### src/rtl/tx_fmt_pkg.sv
package tx_fmt_pkg;

    typedef enum logic [1:0] {
        S_IDLE = 2'd0,
        S_DATA = 2'd1,
        S_PAR  = 2'd2
    } fmt_state_e;

    typedef enum logic [1:0] {
        LEN_SHORT = 2'b00,
        LEN_M2    = 2'b01,
        LEN_M1    = 2'b10,
        LEN_FULL  = 2'b11
    } len_code_e;

endpackage

### src/rtl/tx_fmt_len_dec.sv
module tx_fmt_len_dec
    import tx_fmt_pkg::*;
#(
    parameter int BYTE_W = 8,
    parameter int CNT_W  = 4
) (
    input  logic [BYTE_W-1:0] tx_byte,
    input  logic [1:0]        len_code,
    output logic [CNT_W-1:0]  char_len,
    output logic [BYTE_W-1:0] payload
);
    localparam int MARK_ZEROS = 3;
    localparam int SHORT_MAX  = BYTE_W - MARK_ZEROS;

    logic [CNT_W-1:0] short_len;
    logic             hit;

    // Short mode: k leading ones, then MARK_ZEROS zeros, give SHORT_MAX-k bits
    always_comb begin
        short_len = CNT_W'(SHORT_MAX);
        for (int k = 0; k < SHORT_MAX; k++) begin
            hit = 1'b1;
            for (int j = 0; j < k; j++) begin
                if (!tx_byte[BYTE_W-1-j]) hit = 1'b0;
            end
            for (int j = 0; j < MARK_ZEROS; j++) begin
                if (tx_byte[BYTE_W-1-k-j]) hit = 1'b0;
            end
            if (hit) short_len = CNT_W'(SHORT_MAX - k);
        end
    end

    always_comb begin
        unique case (len_code_e'(len_code))
            LEN_SHORT: char_len = short_len;
            LEN_M2:    char_len = CNT_W'(BYTE_W - 2);
            LEN_M1:    char_len = CNT_W'(BYTE_W - 1);
            LEN_FULL:  char_len = CNT_W'(BYTE_W);
            default:   char_len = CNT_W'(BYTE_W);
        endcase
    end

    // Keep only bits that are actually sent
    genvar g;
    generate
        for (g = 0; g < BYTE_W; g++) begin : g_mask
            assign payload[g] = tx_byte[g] & (CNT_W'(g) < char_len);
        end
    endgenerate

endmodule

### src/rtl/tx_fmt_parity.sv
module tx_fmt_parity #(
    parameter int BYTE_W = 8
) (
    input  logic [BYTE_W-1:0] payload,
    input  logic              par_odd,
    output logic              par_bit
);
    // Parity bit brings the total count of ones to even (or odd when par_odd)
    assign par_bit = (^payload) ^ par_odd;
endmodule

### src/rtl/tx_char_fmt.sv
module tx_char_fmt
    import tx_fmt_pkg::*;
#(
    parameter int BYTE_W = 8
) (
    input  logic              clk,
    input  logic              rst_n,
    input  logic              load,
    input  logic [BYTE_W-1:0] tx_byte,
    input  logic [1:0]        len_code,
    input  logic              par_en,
    input  logic              par_odd,
    output logic              ser_out,
    output logic              bit_vld,
    output logic              done,
    output logic              busy
);
    localparam int CNT_W = $clog2(BYTE_W + 1);

    fmt_state_e        state, state_nx;
    logic [BYTE_W-1:0] shreg;
    logic [CNT_W-1:0]  bits_left;
    logic              par_q;
    logic              par_en_q;

    logic [CNT_W-1:0]  dec_len;
    logic [BYTE_W-1:0] dec_payload;
    logic              dec_par;
    logic              accept;
    logic              last_data;

    tx_fmt_len_dec #(.BYTE_W(BYTE_W), .CNT_W(CNT_W)) u_len_dec (
        .tx_byte  (tx_byte),
        .len_code (len_code),
        .char_len (dec_len),
        .payload  (dec_payload)
    );

    tx_fmt_parity #(.BYTE_W(BYTE_W)) u_parity (
        .payload (dec_payload),
        .par_odd (par_odd),
        .par_bit (dec_par)
    );

    assign accept    = (state == S_IDLE) && load;
    assign last_data = (bits_left == '0);

    // State register
    always_ff @(posedge clk or negedge rst_n) begin
        if (!rst_n) state <= S_IDLE;
        else        state <= state_nx;
    end

    // Next state
    always_comb begin
        state_nx = state;
        unique case (state)
            S_IDLE: if (load) state_nx = S_DATA;
            S_DATA: if (last_data) state_nx = par_en_q ? S_PAR : S_IDLE;
            S_PAR:  state_nx = S_IDLE;
            default: state_nx = S_IDLE;
        endcase
    end

    // Datapath: captured character and counters
    always_ff @(posedge clk or negedge rst_n) begin
        if (!rst_n) begin
            shreg     <= '0;
            bits_left <= '0;
            par_q     <= 1'b0;
            par_en_q  <= 1'b0;
        end else if (accept) begin
            shreg     <= dec_payload;
            bits_left <= dec_len - CNT_W'(1);
            par_q     <= dec_par;
            par_en_q  <= par_en;
        end else if (state == S_DATA) begin
            shreg     <= shreg >> 1;
            bits_left <= bits_left - CNT_W'(!last_data);
        end
    end

    // Outputs
    always_comb begin
        ser_out = 1'b1;
        bit_vld = 1'b0;
        done    = 1'b0;
        busy    = 1'b0;
        unique case (state)
            S_IDLE: ;
            S_DATA: begin
                ser_out = shreg[0];
                bit_vld = 1'b1;
                busy    = 1'b1;
                done    = last_data && !par_en_q;
            end
            S_PAR: begin
                ser_out = par_q;
                bit_vld = 1'b1;
                busy    = 1'b1;
                done    = 1'b1;
            end
            default: ;
        endcase
    end

    // idle means no bit on the line
    a_r1_idle_quiet: assert property (@(posedge clk) disable iff (!rst_n)
        !busy |-> (!bit_vld && !done && ser_out));

    // done marks a real bit and ends the character
    a_r7_done_on_bit: assert property (@(posedge clk) disable iff (!rst_n)
        done |-> bit_vld);

    // busy drops right after the final bit
    a_r9_busy_drops: assert property (@(posedge clk) disable iff (!rst_n)
        done |=> !busy);

    // busy without done stays busy whatever load does
    a_r8_no_restart: assert property (@(posedge clk) disable iff (!rst_n)
        (busy && !done) |=> busy);

    // parity state lasts a single cycle
    a_r6_par_single: assert property (@(posedge clk) disable iff (!rst_n)
        (state == S_PAR) |=> (state == S_IDLE));

    // short mode length stays within 1..BYTE_W-3
    a_r4_short_range: assert property (@(posedge clk) disable iff (!rst_n)
        (accept && len_code == 2'b00) |->
            (dec_len >= CNT_W'(1) && dec_len <= CNT_W'(BYTE_W - 3)));

    // each data cycle shifts one position down
    a_r3_shift_order: assert property (@(posedge clk) disable iff (!rst_n)
        (state == S_DATA && !last_data) |=> (ser_out == $past(shreg[1])));

endmodule

### config.mk
export PLATFORM = sky130hd
export DESIGN_NAME = tx_char_fmt
export DESIGN_NICKNAME = d
export VERILOG_FILES = /design/src/rtl/tx_fmt_pkg.sv /design/src/rtl/tx_fmt_len_dec.sv /design/src/rtl/tx_fmt_parity.sv /design/src/rtl/tx_char_fmt.sv
export SDC_FILE = /design/constraint.sdc
export NUM_CORES = 1
export LEC_CHECK = 0
export BUFFER_PORTS_ARGS = -buffer_cell sky130_fd_sc_hd__buf_2
export CAP_MARGIN = 20
export CELL_PAD_IN_SITES_DETAIL_PLACEMENT = 0
export CELL_PAD_IN_SITES_GLOBAL_PLACEMENT = 1
export CORE_ASPECT_RATIO = 1.75
export CORE_MARGIN = 4
export CORE_UTILIZATION = 42
export CTS_CLUSTER_DIAMETER = 100
export DETAILED_ROUTE_END_ITERATION = 12
export GPL_TIMING_DRIVEN = 0
export MAX_ROUTING_LAYER = met4
export PLACE_DENSITY_LB_ADDON = 0.1
export SLEW_MARGIN = 40
export SYNTH_ARGS = -nofsm -noshare
export SYNTH_HDL_FRONTEND = slang
export SYNTH_SLANG_ARGS = --single-unit
### constraint.sdc
create_clock -name clk -period 2.29 [get_ports clk]
set_input_delay 0.229 -clock clk [delete_from_list [all_inputs] [get_ports clk]]
set_output_delay 0.229 -clock clk [all_outputs]
set_load 0.1 [all_outputs]
==> flow_summary.yaml, run 1 <==
outcome:
  status: "finished clean"
worst_setup_path:
  rr_startpoint: "state[1]$_DFFE_PN0P_"
  critical_path_required_ns: 2.41
  end_kind: "flop"
  cp_top_family: "simple AND/OR/NAND/NOR gates"
  cp_slowest_cell: "ha_2"
  path_common_cell: "xnor2_1"
  cp_cell_sequence: "buf_2, and4bb_1, and2_2, a21oi_4, ha_2, nand2b_1, xnor2_1, o32ai_1, a22oi_2, xnor2_1, xnor2_1, xnor2_1, o21ai_1"
  critPathLaunchType: "input pin"
  worst_ep_arrival_time_ns: 2.36
  rr_worst_depth: 6
  cp-startpoint: "tx_byte[7]"
  reg2reg_slack_ns: 0.49
  r2r-end: "shreg[3]$_DFFE_PN0P_"
  cp_num_buf_inv: 1
  crit_path_max_incr_delay_ns: 0.26
  critPathKind: "in2reg"
  cp_max_fo: 7
global_route:
  grt_pass1_wl_um: 4810
  grt_max_degree: 17
  grt_overflow_total: 0
  track_usage_pct: 15.7
  grt_pass1_vias: 1127
  antenna_found_initial: 0
floorplan:
  core_um2: 2960
  num_rows: 26
  die_h_um: 81.8
  die_area_um2: 4100
  pin_count: 19
  initial_utilization_pct: 44.1
  die_w_um: 50.2
timing:
  slew_violations: 0
  fin_skew_ns: 0.00305
  worst_slew_pin_slew_ns: 0.488
  setup_viol: 0
  min_period_over_period_pct: 97.7
  fmax_ghz: 0.447
  layout_setup_ws_ns: 0.0535
  maxSlewHeadroom_pct: 67.7
  timing.hold.ws_ns: 0.168
  finalHoldViolations: 0
  rsz0062_at_grt: "yes"
  min_period_ns: 2.24
clocking:
  clk_pin_slew_ns: 0.06
  cts_sinks: 16
  numCtsBuffers: 3
  ctsHtreeMaxLevel: 1
  cts_buffer_depth: 2
  cts_tree: "built"
  cts_root_buf: "clkbuf_8"
  insertion_delay_ns: 0.25
route:
  drc: 0
  drt-initial-drc-count: 17
  first_pass_iters: 4
  post_drt_wl_per_cell_um: 13.3
  vias: 1114
  vias_per_cell: 5.13
  postRouteAntennaNets: 0
  totalWireLength_um: 2880
power_and_ir_drop:
  p_clk_share_pct: 13.6
  internal-power_w: 0.000923
  power_frac_seq_pct: 26.7
  switchingPower_w: 0.000867
  p_leak_nw: 0.749
  combPwrFrac_pct: 59.7
  p_per_area_nw_per_um2: 1130
  ir_drop_mv: 0.769
  switching_share_pct: 48.4
layout:
  drive_above_1_share_pct: 24.6
  fin_area_um2: 1590
  area_delta_synth_final_pct: 21.4
  nets: 205
  diodes: 0
placement:
  gp_congestion: 0.798
  placed_cell_area_um2: 1450
  dp_hpwl_um: 2330
  io_buffers: 17
  place_ws_ns: -0.380
synth:
  synth_cell_type_count: 36
  syn_nets: 181
  syn_area_per_cell_um2: 8.59
  synth_area_um2: 1310
  yosys_warnings: 0
  synth-seq-cells: 16
  synthCells: 152
  seq_area_frac_synth_pct: 30.7
flow_run:
  drv_cap: 0
hold_path:
  hold_path.class: "in2reg"
  min_to: "par_en_q$_DFFE_PN0P_"
  worstHoldStart: "par_en"
  hold_depth: 3
per-layer routing:
metal	track usage, %	vias up	wire length (µm)
met2	31.0	23	1710
met4	6.65	0	48
li1	-	563	-
met3	1.09	5	78
met5	-	-	0
met1	15.3	523	1050
placed cells by master (no fill, tap or decap), types with 2 or more instances in the layout:
master,instances
a21oi_1,4
buf_2,16
buf_4,5
clkbuf_1,2
clkbuf_4,2
clkbuf_8,4
dfrtp_1,16
ha_1,11
ha_4,2
inv_1,10
mux2i_1,9
nand2_1,22
nand2b_1,2
nand3_1,6
nand3b_1,2
nor2_1,8
nor2b_1,2
nor3_1,3
o211ai_1,3
o21ai_0,13
xnor2_1,6
xor2_1,4
worst reg2reg max path, stage by stage, from the launching register on:
cell and delay, ns:
dfrtp_1 0.39, inv_1 0.12, ha_1 0.20, and2_1 0.13
clkbuf_1 0.31, clkbuf_1 0.37, o21ai_0 0.16
how the worst max path moves through the flow:
| stage | end | slack [ns] | cells after the start |
|---|---|---|---|
| 2_1_floorplan | par_q$_DFFE_PN0P_ | -0.02 | 13 |
| 3_3_place_gp | par_q$_DFFE_PN0P_ | -0.35 | 14 |
| 3_5_place_dp | par_q$_DFFE_PN0P_ | -0.38 | 14 |
| 4_1_cts | done | 0.03 | 7 |
| 5_1_grt | par_q$_DFFE_PN0P_ | -0.07 | 13 |
| 6_report | par_q$_DFFE_PN0P_ | 0.05 | 13 |
repair_timing:
item	4_1_cts	5_1_grt
hold buffers	1	0
endpoints found under the setup margin	2	3
gates resized for setup	8	6
buffers inserted	2	0
gates cloned	0	0
hold endpoints to repair	16	0
state kept, by name, indices dropped and copies added (netlist names):
register   flops
par_q          1
par_en_q       1
state          2
shreg          8
bits_left      4
layout make-up:
class / instances / area [µm²]
Multi-Input combinational cell: 118 / 886
Tap cell: 42 / 52.6
Fill cell: 293 / 1380
Timing Repair Buffer: 20 / 115
Sequential cell: 16 / 400
Clock buffer: 4 / 55.1
Inverter: 11 / 41.3
Buffer: 6 / 35.0
power groups by stage:
| stage | Sequential (W) | Clock [W] | Combinational [W] |
|---|---|---|---|
| 6_report | 0.000477 | 0.000244 | 0.00107 |
| 4_1_cts | 0.000479 | 0.000252 | 0.00107 |
| 3_3_place_gp | 0.000478 | 0 | 0.00102 |
| 2_1_floorplan | 0.000463 | 0 | 0.000871 |
| 5_1_grt | 0.000493 | 0.000269 | 0.00118 |
| 3_5_place_dp | 0.000485 | 0 | 0.00104 |
cells by family after synthesis:
family	after synthesis	share of synthesized area, %
xor+xnor	10	6.70
fa+ha+maj	14	13.4
simple gates	53	20.5
compound gates	31	15.1
buf+inv	18	5.84
flops	16	30.7
mux	10	7.76
Yosys cell counts:
| cell | instances | area [µm²] |
|---|---|---|
| a221oi_2 | 1 | 15.0 |
| ha_1 | 14 | 175 |
| o221ai_1 | 1 | 8.76 |
| a21oi_1 | 5 | 25.0 |
| o21ai_0 | 13 | 65.1 |
| nand3_1 | 6 | 30.0 |
| o21ai_1 | 1 | 5.00 |
| and4bb_2 | 1 | 12.5 |
| xnor2_1 | 6 | 52.6 |
| and4bb_1 | 1 | 12.5 |
| inv_1 | 11 | 41.3 |
| o211ai_1 | 3 | 22.5 |
| a22oi_2 | 1 | 12.5 |
| and3b_2 | 1 | 10.0 |
| nand2b_1 | 2 | 12.5 |
| nand2_1 | 23 | 86.3 |
| nand3b_1 | 2 | 15.0 |
| and2_1 | 1 | 6.26 |
| mux2_2 | 1 | 11.3 |
| a22oi_1 | 1 | 7.51 |
| nor3_1 | 3 | 15.0 |
| nor2b_1 | 3 | 18.8 |
| or3_4 | 1 | 11.3 |
| o22ai_1 | 2 | 12.5 |
| xor2_1 | 4 | 35.0 |
| mux2i_1 | 9 | 90.1 |
| buf_2 | 1 | 5.00 |
| buf_4 | 2 | 15.0 |
| o32ai_1 | 1 | 8.76 |
| o21a_1 | 1 | 7.51 |
| nor2_1 | 8 | 30.0 |
| and2_2 | 1 | 7.51 |
| dfrtp_1 | 16 | 400 |
| clkbuf_1 | 3 | 11.3 |
| buf_1 | 1 | 3.75 |
| a21boi_0 | 1 | 7.51 |
metrics by stage:
step | std cells | total power, W | TNS, ns | utilization (%)
after floorplan | 152 | 0.00133 | -0.0203 | -
after global placement | 211 | 0.00150 | -0.345 | 49.0
after CTS | 218 | 0.00180 | 0 | 52.6
after global routing | 217 | 0.00195 | -0.0654 | 53.6
final | 217 | 0.00179 | 0 | 53.6
after detailed placement | 211 | 0.00152 | -0.406 | 49.0
(Power assumes the default switching activity.)
==> run 2: changes to the inputs <==
--- a/config.mk
+++ b/config.mk
@@ -6,12 +6,10 @@
 export NUM_CORES = 1
 export LEC_CHECK = 0
 export BUFFER_PORTS_ARGS = -buffer_cell sky130_fd_sc_hd__buf_2
-export CAP_MARGIN = 20
 export CELL_PAD_IN_SITES_DETAIL_PLACEMENT = 0
 export CELL_PAD_IN_SITES_GLOBAL_PLACEMENT = 1
-export CORE_ASPECT_RATIO = 1.75
 export CORE_MARGIN = 4
-export CORE_UTILIZATION = 42
+export CORE_UTILIZATION = 38
 export CTS_CLUSTER_DIAMETER = 100
 export DETAILED_ROUTE_END_ITERATION = 12
 export GPL_TIMING_DRIVEN = 0
==> constraint.sdc (replaced) <==
create_clock -name clk -period 1.85 [get_ports clk]
set_input_delay 0.185 -clock clk [delete_from_list [all_inputs] [get_ports clk]]
set_output_delay 0.185 -clock clk [all_outputs]
set_load 0.1 [all_outputs]
==> run 2 against run 1 <==
Effect of this change:
- flip-flop and latch count is the same
- die area increased by 8.2%
- total power rose by 29%
- non-clock buffer count grew 10
- combinational power rose by 37%
- clock skew up 0.0025 ns
- the run now ends with negative setup slack left
- first-iteration DRC count increased by 76%
- routed wire length grew 3.9%
==> flow_summary.yaml, run 2 (synthesized netlist as in run 1, its figures left out) <==
timing:
  finalHoldViolations: 0
  min_period_ns: 2.03
  layout_setup_ws_ns: -0.176
  min_period_over_period_pct: 110
  timing.hold.ws_ns: 0.0850
  setup_viol: 1
  slew_violations: 0
  fin_skew_ns: 0.00557
  fin_tns_setup_ns: -0.176
  rsz0062_at_grt: "yes"
  fmax_ghz: 0.494
  maxSlewHeadroom_pct: 74.5
  worst_slew_pin_slew_ns: 0.382
global_route:
  grt_pass1_vias: 1096
  met3_usage_pct: 3.54
  antenna_found_initial: 0
  grt_overflow_total: 0
  track_usage_pct: 15.3
  grt_max_degree: 17
  grt.busiest_layer: "met2"
  gr-usage-met2_pct: 26.0
  grt_pass1_wl_um: 5060
  globalRouteMet1Util_pct: 18.5
clocking:
  cts_buffer_depth: 2
  clk_pin_slew_ns: 0.09
  cts_root_buf: "clkbuf_4"
  numCtsBuffers: 3
  ctsHtreeMaxLevel: 1
  insertion_delay_ns: 0.29
  cts_tree: "built"
  cts_sinks: 16
power_and_ir_drop:
  ir_drop_mv: 0.541
  power_frac_seq_pct: 26.1
  combPwrFrac_pct: 63.7
  p_per_area_nw_per_um2: 1300
  switchingPower_w: 0.00112
  internal-power_w: 0.00119
  switching_share_pct: 48.4
  p_clk_share_pct: 10.2
  p_leak_nw: 0.838
worst_setup_path:
  critical_path_required_ns: 2.02
  cp-startpoint: "tx_byte[2]"
  crit_path_max_incr_delay_ns: 0.31
  end_kind: "flop"
  cp_num_buf_inv: 2
  cp_top_family: "XOR/XNOR gates"
  cp_slowest_cell: "and4bb_2"
  rr_worst_depth: 5
  r2r-end: "shreg[3]$_DFFE_PN0P_"
  reg2reg_slack_ns: 0.25
  critPathLaunchType: "input pin"
  cp-endpoint: "par_q$_DFFE_PN0P_"
  worst_ep_arrival_time_ns: 2.20
  cp_cell_sequence: "buf_4, and4bb_2, nor2_2, o22ai_2, buf_4, ha_4, nand2b_4, xnor2_2, o32ai_2, a22oi_2, xnor2_1, xnor2_1, xnor2_1, o21ai_1"
  path_depth: 14
  rr_startpoint: "state[0]$_DFFE_PN0P_"
  path_common_cell: "xnor2_1"
  cp_max_fo: 5
  critPathKind: "in2reg"
route:
  totalWireLength_um: 3000
  drc: 0
  vias: 1149
  post_drt_wl_per_cell_um: 13.0
  drt-initial-drc-count: 30
  vias_per_cell: 4.97
  postRouteAntennaNets: 0
  first_pass_iters: 4
flow_run:
  drv_cap: 0
layout:
  fin_area_um2: 1780
  post-route-util_pct: 53.4
  top_regs: "shreg (8), bits_left (4), state (2)"
  drive_above_1_share_pct: 35.7
  regMostFlops: "shreg"
  area_delta_synth_final_pct: 36.3
  final_common_cell: "nand2_1"
  nets: 215
  diodes: 0
  mostFrequentLayoutCells: "nand2_1 (21), buf_4 (17), dfrtp_1 (16)"
  nFillCells: 327
  largest_reg_flops: 8
placement:
  place_ws_ns: -0.700
  gp_congestion: 0.769
  dp_hpwl_um: 2270
  io_buffers: 17
  placed_cell_area_um2: 1510
floorplan:
  die_w_um: 66.6
  core_um2: 3340
  num_rows: 21
  die_h_um: 66.6
  pin_count: 19
  die_area_um2: 4440
  initial_utilization_pct: 39.1
outcome:
  status: "finished, violations left"
  violations: "negative setup slack"
hold_path:
  hold_path.class: "in2reg"
==> run 2: changes by cell type in the layout (fill, tap and decap cells not counted), moves of 2 or more <==
cell	change
clkbuf_8	-3
buf_2	-8
buf_8	+3
inv_1	-3
clkbuf_1	-2
ha_1	-2
buf_6	+4
clkbuf_4	+2
buf_4	+12
inv_4	+2
==> run 2: worst min-delay path, cell delays in order <==
cell     delay, ns
buf_2         0.07
nand2_1       0.04
nand2_1       0.05
==> run 2: repair_timing <==
action                                 4_1_cts  5_1_grt
pin swaps                                   16        6
endpoints found under the hold margin       16        0
setup endpoints to repair                    5       13
hold buffers                                 1        0
gates resized for setup                     31        6
setup buffers                               11        2
cloned                                       0        0
==> run 2: power by group through the flow <==
stage | logic (W) | registers (W) | clock network, W
2_1_floorplan | 0.00112 | 0.000574 | 0
3_3_place_gp | 0.00130 | 0.000593 | 0
3_5_place_dp | 0.00132 | 0.000602 | 0
4_1_cts | 0.00146 | 0.000604 | 0.000248
5_1_grt | 0.00161 | 0.000630 | 0.000260
6_report | 0.00147 | 0.000604 | 0.000237
==> run 2: worst min-delay path by stage <==
stage	startpoint	to	slack, ns	cells past startpoint
detailed placement	rst_n	bits_left[0]$_DFFE_PN0P_	0.12	1
floorplan	rst_n	bits_left[0]$_DFFE_PN0P_	-0.11	0
CTS	par_en	par_en_q$_DFFE_PN0P_	0.08	3
global route	par_en	par_en_q$_DFFE_PN0P_	0.12	3
finish	par_en	par_en_q$_DFFE_PN0P_	0.08	3
global placement	rst_n	bits_left[3]$_DFFE_PN0P_	0.12	1
==> run 2: through the flow <==
stage	total power, W	instances
4_1_cts	0.00231	230
3_3_place_gp	0.00190	215
6_report	0.00231	231
5_1_grt	0.00250	231
2_1_floorplan	0.00169	152
3_5_place_dp	0.00192	215
==> run 2: layout make-up <==
type,count,area [µm²],share of cell area [%]
clock buffers,4,36.3,2.04
inverters,11,46.3,2.60
well taps,46,57.6,3.23
repair buffers,31,260,14.6
multi-input cells,118,940,52.8
flip-flops and latches,16,400,22.5
plain buffers,5,40.0,2.25
==> run 2: metal layers <==
| layer | wire length (µm) | share of wire [%] |
|---|---|---|
| met4 | 13 | 0.43 |
| met2 | 1560 | 52 |
| met3 | 98 | 3.3 |
| met1 | 1320 | 44 |
| met5 | 0 | 0 |
